===== src/rtl/pp_host_rx_pkg.sv =====
package pp_host_rx_pkg;

    localparam logic [1:0] ADR_DATA   = 2'd0;
    localparam logic [1:0] ADR_STATUS = 2'd1;
    localparam logic [1:0] ADR_CTRL   = 2'd2;
    localparam logic [1:0] ADR_ACKLEN = 2'd3;

    localparam int CTRL_RELEASE = 0;
    localparam int CTRL_HOLD    = 1;
    localparam int CTRL_CLR_OVR = 2;

    typedef enum logic [1:0] {
        HS_IDLE    = 2'd0,
        HS_LATCHED = 2'd1,
        HS_ACK     = 2'd2
    } hs_state_e;

    typedef struct packed {
        logic [2:0] rsvd;
        logic       hold;
        logic       overrun;
        logic       busy;
        logic       cr;
        logic       valid;
    } rx_status_t;

    function automatic logic is_code(input logic [7:0] b, input logic [7:0] code);
        return b == code;
    endfunction

endpackage


===== src/rtl/pp_strobe_sync.sv =====
module pp_strobe_sync #(
    parameter int STAGES = 2
) (
    input  logic clk,
    input  logic rst,
    input  logic strobe_n_i,
    output logic fall_o
);
    logic [STAGES-1:0] chain_q;
    logic              prev_q;

    always_ff @(posedge clk) begin
        if (rst) begin
            chain_q <= '1;
            prev_q  <= 1'b1;
        end else begin
            chain_q[0] <= strobe_n_i;
            for (int i = 1; i < STAGES; i++) chain_q[i] <= chain_q[i-1];
            prev_q <= chain_q[STAGES-1];
        end
    end

    assign fall_o = prev_q & ~chain_q[STAGES-1];

    p_single_fall_r2: assert property (@(posedge clk) disable iff (rst)
        fall_o |=> !fall_o);
endmodule


===== src/rtl/pp_capture.sv =====
module pp_capture
    import pp_host_rx_pkg::*;
#(
    parameter int         DATA_W  = 8,
    parameter logic [7:0] CR_CODE = 8'h0D
) (
    input  logic              clk,
    input  logic              rst,
    input  logic              fall_i,
    input  logic              busy_i,
    input  logic [DATA_W-1:0] data_i,
    input  logic              rd_data_i,
    input  logic              clr_ovr_i,
    output logic              accept_o,
    output logic [DATA_W-1:0] data_o,
    output logic              valid_o,
    output logic              cr_o,
    output logic              ovr_o
);
    logic reject;

    assign accept_o = fall_i & ~busy_i;
    assign reject   = fall_i & busy_i;

    always_ff @(posedge clk) begin
        if (rst) begin
            data_o  <= '0;
            valid_o <= 1'b0;
            cr_o    <= 1'b0;
            ovr_o   <= 1'b0;
        end else begin
            if (accept_o) begin
                data_o  <= data_i;
                valid_o <= 1'b1;
                cr_o    <= is_code(8'(data_i), CR_CODE);
            end else if (rd_data_i) begin
                valid_o <= 1'b0;
            end
            if (reject)         ovr_o <= 1'b1;
            else if (clr_ovr_i) ovr_o <= 1'b0;
        end
    end

    p_reject_keeps_data_r8: assert property (@(posedge clk) disable iff (rst)
        reject |=> ($stable(data_o) && ovr_o));
    p_accept_sets_valid_r2: assert property (@(posedge clk) disable iff (rst)
        accept_o |=> valid_o);
endmodule


===== src/rtl/pp_handshake.sv =====
module pp_handshake
    import pp_host_rx_pkg::*;
#(
    parameter int CNT_W = 8
) (
    input  logic             clk,
    input  logic             rst,
    input  logic             accept_i,
    input  logic             release_i,
    input  logic [CNT_W-1:0] ack_len_i,
    output logic             hs_busy_o,
    output logic             ack_n_o
);
    hs_state_e        state_q;
    logic [CNT_W-1:0] cnt_q;

    always_ff @(posedge clk) begin
        if (rst) begin
            state_q <= HS_IDLE;
            cnt_q   <= '0;
        end else begin
            unique case (state_q)
                HS_IDLE:    if (accept_i) state_q <= HS_LATCHED;
                HS_LATCHED: if (release_i) begin
                    state_q <= HS_ACK;
                    cnt_q   <= ack_len_i;
                end
                HS_ACK: begin
                    if (cnt_q <= CNT_W'(1)) state_q <= HS_IDLE;
                    else                    cnt_q   <= cnt_q - 1'b1;
                end
                default: state_q <= HS_IDLE;
            endcase
        end
    end

    assign hs_busy_o = state_q != HS_IDLE;
    assign ack_n_o   = state_q != HS_ACK;

    p_accept_busy_r2: assert property (@(posedge clk) disable iff (rst)
        accept_i |=> hs_busy_o);
    p_release_acks_r6: assert property (@(posedge clk) disable iff (rst)
        (state_q == HS_LATCHED && release_i) |=> !ack_n_o);
    p_ack_while_busy_r6: assert property (@(posedge clk) disable iff (rst)
        !ack_n_o |-> hs_busy_o);
    p_no_self_release_r5: assert property (@(posedge clk) disable iff (rst)
        (state_q == HS_LATCHED && !release_i) |=> hs_busy_o && ack_n_o);
    p_idle_no_ack_r9: assert property (@(posedge clk) disable iff (rst)
        (state_q == HS_IDLE) |=> ack_n_o);
endmodule


===== src/rtl/pp_host_rx.sv =====
module pp_host_rx
    import pp_host_rx_pkg::*;
#(
    parameter int         DATA_W      = 8,
    parameter int         SYNC_STAGES = 2,
    parameter int         ACK_DEFAULT = 8,
    parameter logic [7:0] CR_CODE     = 8'h0D
) (
    input  logic              clk,
    input  logic              rst,
    input  logic [DATA_W-1:0] host_data_i,
    input  logic              host_strobe_n_i,
    output logic              host_busy_o,
    output logic              host_ack_n_o,
    input  logic [1:0]        bus_addr_i,
    input  logic              bus_rd_i,
    input  logic              bus_wr_i,
    input  logic [DATA_W-1:0] bus_wdata_i,
    output logic [DATA_W-1:0] bus_rdata_o
);
    localparam int CNT_W = DATA_W;

    logic              fall, accept, hs_busy;
    logic              valid, cr, ovr;
    logic [DATA_W-1:0] data_q;
    logic              hold_q;
    logic [CNT_W-1:0]  ack_len_q;
    logic              ctrl_wr, rel, clr_ovr, rd_data;
    rx_status_t        status;

    assign ctrl_wr = bus_wr_i && bus_addr_i == ADR_CTRL;
    assign rel     = ctrl_wr && bus_wdata_i[CTRL_RELEASE];
    assign clr_ovr = ctrl_wr && bus_wdata_i[CTRL_CLR_OVR];
    assign rd_data = bus_rd_i && bus_addr_i == ADR_DATA;

    pp_strobe_sync #(.STAGES(SYNC_STAGES)) i_sync (
        .clk(clk), .rst(rst), .strobe_n_i(host_strobe_n_i), .fall_o(fall)
    );

    pp_capture #(.DATA_W(DATA_W), .CR_CODE(CR_CODE)) i_cap (
        .clk(clk), .rst(rst), .fall_i(fall), .busy_i(host_busy_o),
        .data_i(host_data_i), .rd_data_i(rd_data), .clr_ovr_i(clr_ovr),
        .accept_o(accept), .data_o(data_q), .valid_o(valid),
        .cr_o(cr), .ovr_o(ovr)
    );

    pp_handshake #(.CNT_W(CNT_W)) i_hs (
        .clk(clk), .rst(rst), .accept_i(accept), .release_i(rel),
        .ack_len_i(ack_len_q), .hs_busy_o(hs_busy), .ack_n_o(host_ack_n_o)
    );

    always_ff @(posedge clk) begin
        if (rst) begin
            hold_q    <= 1'b0;
            ack_len_q <= CNT_W'(ACK_DEFAULT);
        end else begin
            if (ctrl_wr) hold_q <= bus_wdata_i[CTRL_HOLD];
            if (bus_wr_i && bus_addr_i == ADR_ACKLEN) ack_len_q <= bus_wdata_i;
        end
    end

    assign host_busy_o = hs_busy | hold_q;

    always_comb begin
        status         = '0;
        status.valid   = valid;
        status.cr      = cr;
        status.busy    = host_busy_o;
        status.overrun = ovr;
        status.hold    = hold_q;
    end

    always_comb begin
        unique case (bus_addr_i)
            ADR_DATA:   bus_rdata_o = data_q;
            ADR_STATUS: bus_rdata_o = DATA_W'(status);
            ADR_CTRL:   bus_rdata_o = DATA_W'({hold_q, 1'b0});
            default:    bus_rdata_o = ack_len_q;
        endcase
    end

    p_hold_busy_r7: assert property (@(posedge clk) disable iff (rst)
        hold_q |-> host_busy_o);
    p_hold_clear_r7: assert property (@(posedge clk) disable iff (rst)
        (ctrl_wr && !bus_wdata_i[CTRL_HOLD] && !hs_busy) |=> !host_busy_o);
endmodule


===== config.mk =====
export PLATFORM = sky130hd
export DESIGN_NAME = pp_host_rx
export DESIGN_NICKNAME = d
export VERILOG_FILES = /design/src/rtl/pp_host_rx_pkg.sv /design/src/rtl/pp_strobe_sync.sv /design/src/rtl/pp_capture.sv /design/src/rtl/pp_handshake.sv /design/src/rtl/pp_host_rx.sv
export SDC_FILE = /design/constraint.sdc
export NUM_CORES = 1
export LEC_CHECK = 0
export CAP_MARGIN = 25
export CORE_MARGIN = 2
export CORE_UTILIZATION = 40
export CTS_CLUSTER_SIZE = 25
export DETAILED_ROUTE_END_ITERATION = 16
export PLACE_DENSITY = 0.65
export RECOVER_POWER = 50
export SETUP_SLACK_MARGIN = 0.1
export SLEW_MARGIN = 10
export SYNTH_ARGS = -nofsm -noshare
export SYNTH_HDL_FRONTEND = slang
export SYNTH_SLANG_ARGS = --single-unit

===== constraint.sdc =====
create_clock -name clk -period 2 [get_ports clk]
set_input_delay 0.6 -clock clk [delete_from_list [all_inputs] [get_ports clk]]
set_output_delay 0.6 -clock clk [all_outputs]
set_load 0.02 [all_outputs]

==> flow_metrics.py, run 1 <==
metrics = {
    "run_status": {
        "outcome": "complete, but fails checks",
        "violations": "negative setup slack",
    },
    "cts": {
        "cts-root-buf": "clkbuf_8",
        "cts_made_buffers": 5,
        "cts_tree": "yes",
        "cts_buffer_depth": 2,
        "clock-sinks": 33,
        "cts.clk_slew.worst_paths_ps": 70,
        "insertion_delay_ps": 290,
        "htree_levels": 2,
    },
    "setup_path": {
        "cp-end-kind": "primary output",
        "start_kind": "register",
        "cp.arrival_ps": 1460,
        "cp_top_family": "flip-flops",
        "crit_slowest_cell": "dfxtp_2",
        "worst-setup-path-type": "register to primary output",
        "critical-path-max-stage-delay_ps": 330,
        "cp.buffers_inverters": 2,
        "cp_common_cell": "o21ai_1",
        "cp_max_fo": 2,
        "crit_chain": "inv_2 > ha_4 > and2b_2 > nand2_1 > o21ai_1 > o21ai_1 > buf_4",
        "required_ps": 1400,
    },
    "placed_design": {
        "io_buffers": 32,
        "place_hpwl_mm": 3.00,
        "gp_congestion": 0.798,
    },
    "timing": {
        "maxSlewViolCount": 0,
        "hold_slack_ps": 417,
        "worst_slack_ps": -64.2,
        "hold_violations": 0,
        "tightest_slew_ps": 669,
        "post-route-period-util_pct": 103,
        "period_needed_ps": 2060,
        "clock.fmax_ghz": 0.484,
        "skew_ps": 3.03,
        "rsz0062_at_grt": "yes",
        "slew-limit-headroom_pct": 55.4,
        "setup_viol": 2,
    },
    "floorplanning": {
        "initial_core_util_pct": 42.3,
        "die_w_um": 69.5,
        "fp.dieH_um": 69.5,
        "row_count": 23,
        "ios": 33,
        "core_area_um2": 4060,
        "dieArea_um2": 4830,
    },
    "flow_run": {
        "cap_violations": 0,
    },
    "global_routing": {
        "grt_overflow_total": 0,
        "grtUsageTotal_pct": 18.2,
        "grt_pass1_wl_mm": 6.95,
        "grt_pass1_vias": 1559,
        "antenna_found_initial": 0,
        "grt_max_degree": 35,
    },
    "synth": {
        "synth_seq_cells": 33,
        "synth_top_area_share_pct": 38.5,
        "synth.area.top_cells": "dfxtp_1, nand2_1, a21oi_1, mux2i_1, ha_1",
        "synth_flop_cell": "dfxtp_1",
        "synth.avg_cell_area_um2": 8.14,
        "async_flop_share_pct": 0,
        "mappedNetlistArea_um2": 1720,
        "syn-instance-count": 211,
        "synth_cell_types": 44,
        "synth_edf_count": 0,
        "synth_top_cell_by_area": "dfxtp_1",
        "synth_nets": 240,
        "synth_seq_area_share_pct": 38.5,
        "yosysWarnings": 0,
    },
    "layout": {
        "areaGrowthSynthToFinish_pct": 38.0,
        "n_antenna_cell": 0,
        "layout.nets": 291,
        "drive_gt1_share_pct": 28.1,
        "finalCoreUtilization_pct": 58.4,
    },
    "pwr": {
        "ir_worst_vdd_uv": 383,
        "p_int_mw": 1.32,
        "p_sw_share_pct": 33.3,
        "clkPwrFrac_pct": 24.2,
        "p_per_area_nw_per_um2": 838,
        "p_switching_uw": 661,
        "p_leak_nw": 0.951,
        "seq_power_share_pct": 37.3,
        "p_comb_share_pct": 38.4,
    },
    "route": {
        "drc": 0,
        "drt-wirelength-per-cell_um": 12.9,
        "vias_per_cell": 5.08,
        "ant_nets": 0,
        "drtIter0Drc": 54,
        "firstDrtPassIters": 4,
        "drt_wl_total_mm": 4.03,
        "vias": 1590,
    },
    "min_path": {
        "worstHoldPathType": "register to register",
    },
}
==> synthesized netlist by cell type (3+ instances only) <==
| master | number |
|---|---|
| nand2_1 | 47 |
| dfxtp_1 | 33 |
| a21oi_1 | 27 |
| o21ai_0 | 14 |
| nor2_1 | 13 |
| inv_1 | 8 |
| mux2i_1 | 8 |
| ha_1 | 6 |
| clkbuf_1 | 4 |
| nor3_1 | 4 |
| or2_2 | 4 |
| a22o_1 | 3 |
| buf_2 | 3 |
==> cells in the final DEF, fill, tap and decap left out, drive strengths merged, types with 2 or more instances in the layout <==
master	count
inv	8
and2b	2
nand3	2
a21oi	28
o21ai	15
and2	2
a22o	3
clkinv	2
nand2	48
dfxtp	33
nor3	6
nor2b	2
nand3b	2
clkbuf	7
nor2	13
clkdlybuf4s50	19
mux2i	8
ha	6
buf	34
or2	4
a21o	2
o21a	2
==> power groups by stage <==
stage	Combinational [mW]	Clock (mW)	Sequential (mW)
after floorplan	0.446	0	0.747
after global routing	0.840	0.530	0.748
after CTS	0.742	0.501	0.742
after global placement	0.699	0	0.752
final	0.763	0.482	0.742
after detailed placement	0.704	0	0.752
==> state kept, by name, summed over array words and instances, names as in the netlist <==
signal / flops
i_cap.data_o: 8
i_sync.prev_q: 1
i_sync.chain_q: 2
i_cap.cr_o: 1
i_cap.ovr_o: 1
i_hs.state_q: 2
ack_len_q: 8
hold_q: 1
i_cap.valid_o: 1
i_hs.cnt_q: 8
==> cell families (layout without fill, tap and decap cells) <==
group,count (synthesis),in the layout,synth area share (%)
muxes,9,9,5.98
and+or+nand+nor,89,89,25.5
buffers and inverters,19,71,5.54
adders and majority gates,6,6,4.37
AOI/OAI and AO/OA,55,55,20.1
DFF,33,33,38.5
==> final cells by class <==
cell class              instances  area, µm²
fillers                       375       1690
multi-input cells             159       1010
flip-flops and latches         33        664
repair buffers                 55        514
clock buffers                   6       72.6
well taps                      50       62.6
inverters                       8       32.5
clock inverters                 2       10.0
==> routing by layer <==
layer	GRT usage, %	share of wire (%)
met5	0	0
met1	22.1	48
met2	29.6	46
met4	7.63	1.7
met3	5.96	4.0
==> path summary, 6_finish.rpt <==
| kind | end | start | depth (start not counted) | slack [ps] |
|---|---|---|---|---|
| worst max-delay path | bus_rdata_o[2] | i_hs.state_q[1] | 7 | -60 |
| worst min-delay path | i_sync.chain_q[1] | i_sync.chain_q[0] | 1 | 420 |
| worst max register to register | i_hs.state_q[0] | i_hs.state_q[1] | 9 | 250 |
| worst min register to register | i_sync.chain_q[1] | i_sync.chain_q[0] | 1 | 420 |
==> worst reg2reg max path, cell delays in order (launching register included) <==
cell and delay (ps):
dfxtp_2 320, inv_2 70, ha_4 130, and2b_2 150, buf_4 100, buf_6 100, nand2_4 90, a221o_2 430
mux2i_1 160, nor2_1 50
==> through the flow <==
| stage | cells | setup TNS (ps) | setup WS, ps | total power [mW] | instance area, µm² |
|---|---|---|---|---|---|
| 5_1_grt | 313 | -182 | -112 | 2.12 | 2370 |
| 3_3_place_gp | 302 | -9650 | -864 | 1.45 | 2220 |
| 4_1_cts | 312 | -104 | -84.7 | 1.99 | 2340 |
| 2_1_floorplan | 211 | 0 | 75.2 | 1.19 | 1750 |
| 6_report | 313 | -86.4 | -64.2 | 1.99 | 2370 |
| 3_5_place_dp | 302 | -9730 | -908 | 1.46 | 2220 |
==> repair_timing <==
| item | in CTS | in global routing |
|---|---|---|
| hold buffers | 0 | 0 |
| cloned | 0 | 0 |
| setup endpoints to repair | 20 | 10 |
| buffers inserted | 2 | 1 |
| pin swaps | 4 | 3 |
| resized for setup | 78 | 13 |
Note: power is estimated with default switching activity, not from simulation.
==> run 2: changes to the inputs <==
- TNS_END_PERCENT: unset -> 30
==> run 2 against run 1 <==
The flow now finishes without violations. Final area decreased by 2.9%. Clock power up 5.4%. Largest cell class unchanged. Sequential share of layout area up 0.82 points. Clock skew rose by 3.9 ps. Count of clock-buffer cells in the layout rose by 1.
==> flow_metrics.py, run 2 (synthesis gave the netlist of run 1 again) <==
metrics = {
    "floorplanning": {
        "dieArea_um2": 4830,
        "row_count": 23,
        "fp.dieH_um": 69.5,
        "core_area_um2": 4060,
        "initial_core_util_pct": 42.3,
        "ios": 33,
        "die_w_um": 69.5,
    },
    "timing": {
        "hold_violations": 0,
        "worst_slack_ps": 9.59,
        "rsz0062_at_grt": "yes",
        "maxSlewViolCount": 0,
        "skew_ps": 6.94,
        "setup_viol": 0,
        "post-route-period-util_pct": 99.5,
        "slew-limit-headroom_pct": 54.6,
        "clock.fmax_ghz": 0.502,
        "period_needed_ps": 1990,
        "setup_tns_ps": 0,
        "tightest_slew_ps": 681,
    },
    "cts": {
        "cts.clk_slew.worst_paths_ps": 70,
        "cts_buffer_depth": 2,
        "cts_tree": "yes",
        "cts_made_buffers": 5,
        "clock-sinks": 33,
        "insertion_delay_ps": 280,
        "cts-root-buf": "clkbuf_8",
        "cts_hold_buf": 0,
        "htree_levels": 2,
    },
    "flow_run": {
        "cap_violations": 0,
    },
    "layout": {
        "n_antenna_cell": 0,
        "finalCoreUtilization_pct": 56.7,
        "layout.nets": 286,
        "fillers": 380,
        "top_regs": "ack_len_q x8, i_cap.data_o x8, i_hs.cnt_q x8",
        "mostFrequentLayoutCells": "nand2_1, dfxtp_1, a21oi_1",
        "ff_latch_area_um2": 664,
        "multi_input_area_um2": 1000,
        "areaGrowthSynthToFinish_pct": 34.1,
        "drive_gt1_share_pct": 25.7,
        "layout_commonest_cell": "nand2_1",
    },
    "setup_path": {
        "start_kind": "register",
        "required_ps": 1400,
        "cp_max_fo": 2,
        "worst-setup-path-type": "register to primary output",
        "cp.arrival_ps": 1390,
        "cp-end-kind": "primary output",
    },
    "placed_design": {
        "pre_cts_ws_ps": -866,
        "io_buffers": 32,
        "gp_congestion": 0.814,
        "place_hpwl_mm": 2.97,
    },
    "pwr": {
        "ir_worst_vdd_uv": 486,
        "p_leak_nw": 0.912,
        "p_per_area_nw_per_um2": 860,
    },
    "route": {
        "drt_wl_total_mm": 4.16,
        "ant_nets": 0,
        "vias": 1620,
        "drc": 0,
        "drt-wirelength-per-cell_um": 13.6,
        "drtIter0Drc": 100,
        "vias_per_cell": 5.28,
        "firstDrtPassIters": 4,
    },
    "global_routing": {
        "antenna_found_initial": 0,
        "grt_max_degree": 35,
        "grt_overflow_total": 0,
        "grtUsageTotal_pct": 18.4,
        "grt_pass1_vias": 1537,
        "grt_pass1_wl_mm": 7.04,
    },
    "min_path": {
        "worstHoldPathType": "register to register",
    },
    "run_status": {
        "outcome": "complete, no violations",
    },
}
## run 2: cell types whose count changed in the layout (fill, tap and decap cells not counted)
cell / previous run / this run
a22o_1: 2 / 3
a22o_4: 1 / 0
buf_2: 1 / 2
buf_4: 20 / 17
buf_6: 11 / 10
buf_8: 2 / 0
clkbuf_8: 5 / 6
clkinv_2: 2 / 0
mux2i_1: 6 / 7
mux2i_2: 2 / 1
## run 2: through the flow
step                hold WS, ps  instance area (µm²)  std cells  power (mW)
floorplan                   389                 1720        211        1.19
global placement            395                 2160        297        1.43
detailed placement          394                 2160        297        1.43
CTS                         410                 2290        307        1.99
global route                417                 2300        307        2.10
finish                      409                 2300        307        1.98
## run 2: power by group
part	switching, mW	leakage (nW)	internal, mW
combinational	0.384	0.598	0.345
sequential	0.0361	0.269	0.706
clock	0.235	0.0443	0.273
total	0.655	0.912	1.32
## run 2: final timing paths
check / from / endpoint / slack, ps / cells past startpoint
worst max-delay path: i_hs.state_q[1] / bus_rdata_o[2] / 10 / 7
worst min-delay path: i_sync.chain_q[0] / i_sync.chain_q[1] / 410 / 1
worst max register to register: i_hs.cnt_q[0] / i_hs.cnt_q[2] / 280 / 6
worst min register to register: i_sync.chain_q[0] / i_sync.chain_q[1] / 410 / 1
## run 2: per-layer routing
layer  vias to the layer above  track usage, %  wire (µm)
li1                        818               -          -
met1                       765            23.2       1950
met2                        33            29.2       1970
met3                         4            6.40        187
met4                         0            6.75         49
met5                         -               0          0
## run 2: worst max-delay path: stages (launching register included)
cell	delay, ps
dfxtp_2	330
inv_2	50
ha_4	150
and2b_2	200
nand2_2	60
o21ai_2	50
o21ai_2	130
buf_6	130
## run 2: area by class of cell
type / instances / share of cell area [%]
Tap cell: 50 / 2.72
Sequential cell: 33 / 28.9
Multi-Input combinational cell: 159 / 43.5
Inverter: 8 / 1.41
Timing Repair Buffer: 50 / 19.8
Clock buffer: 7 / 3.75
## run 2: repair_timing
item | CTS | global route
pin swaps | 6 | 5
endpoints found under the setup margin | 19 | 10
gates resized for setup | 75 | 13
setup buffers | 2 | 0
cloned | 1 | 0
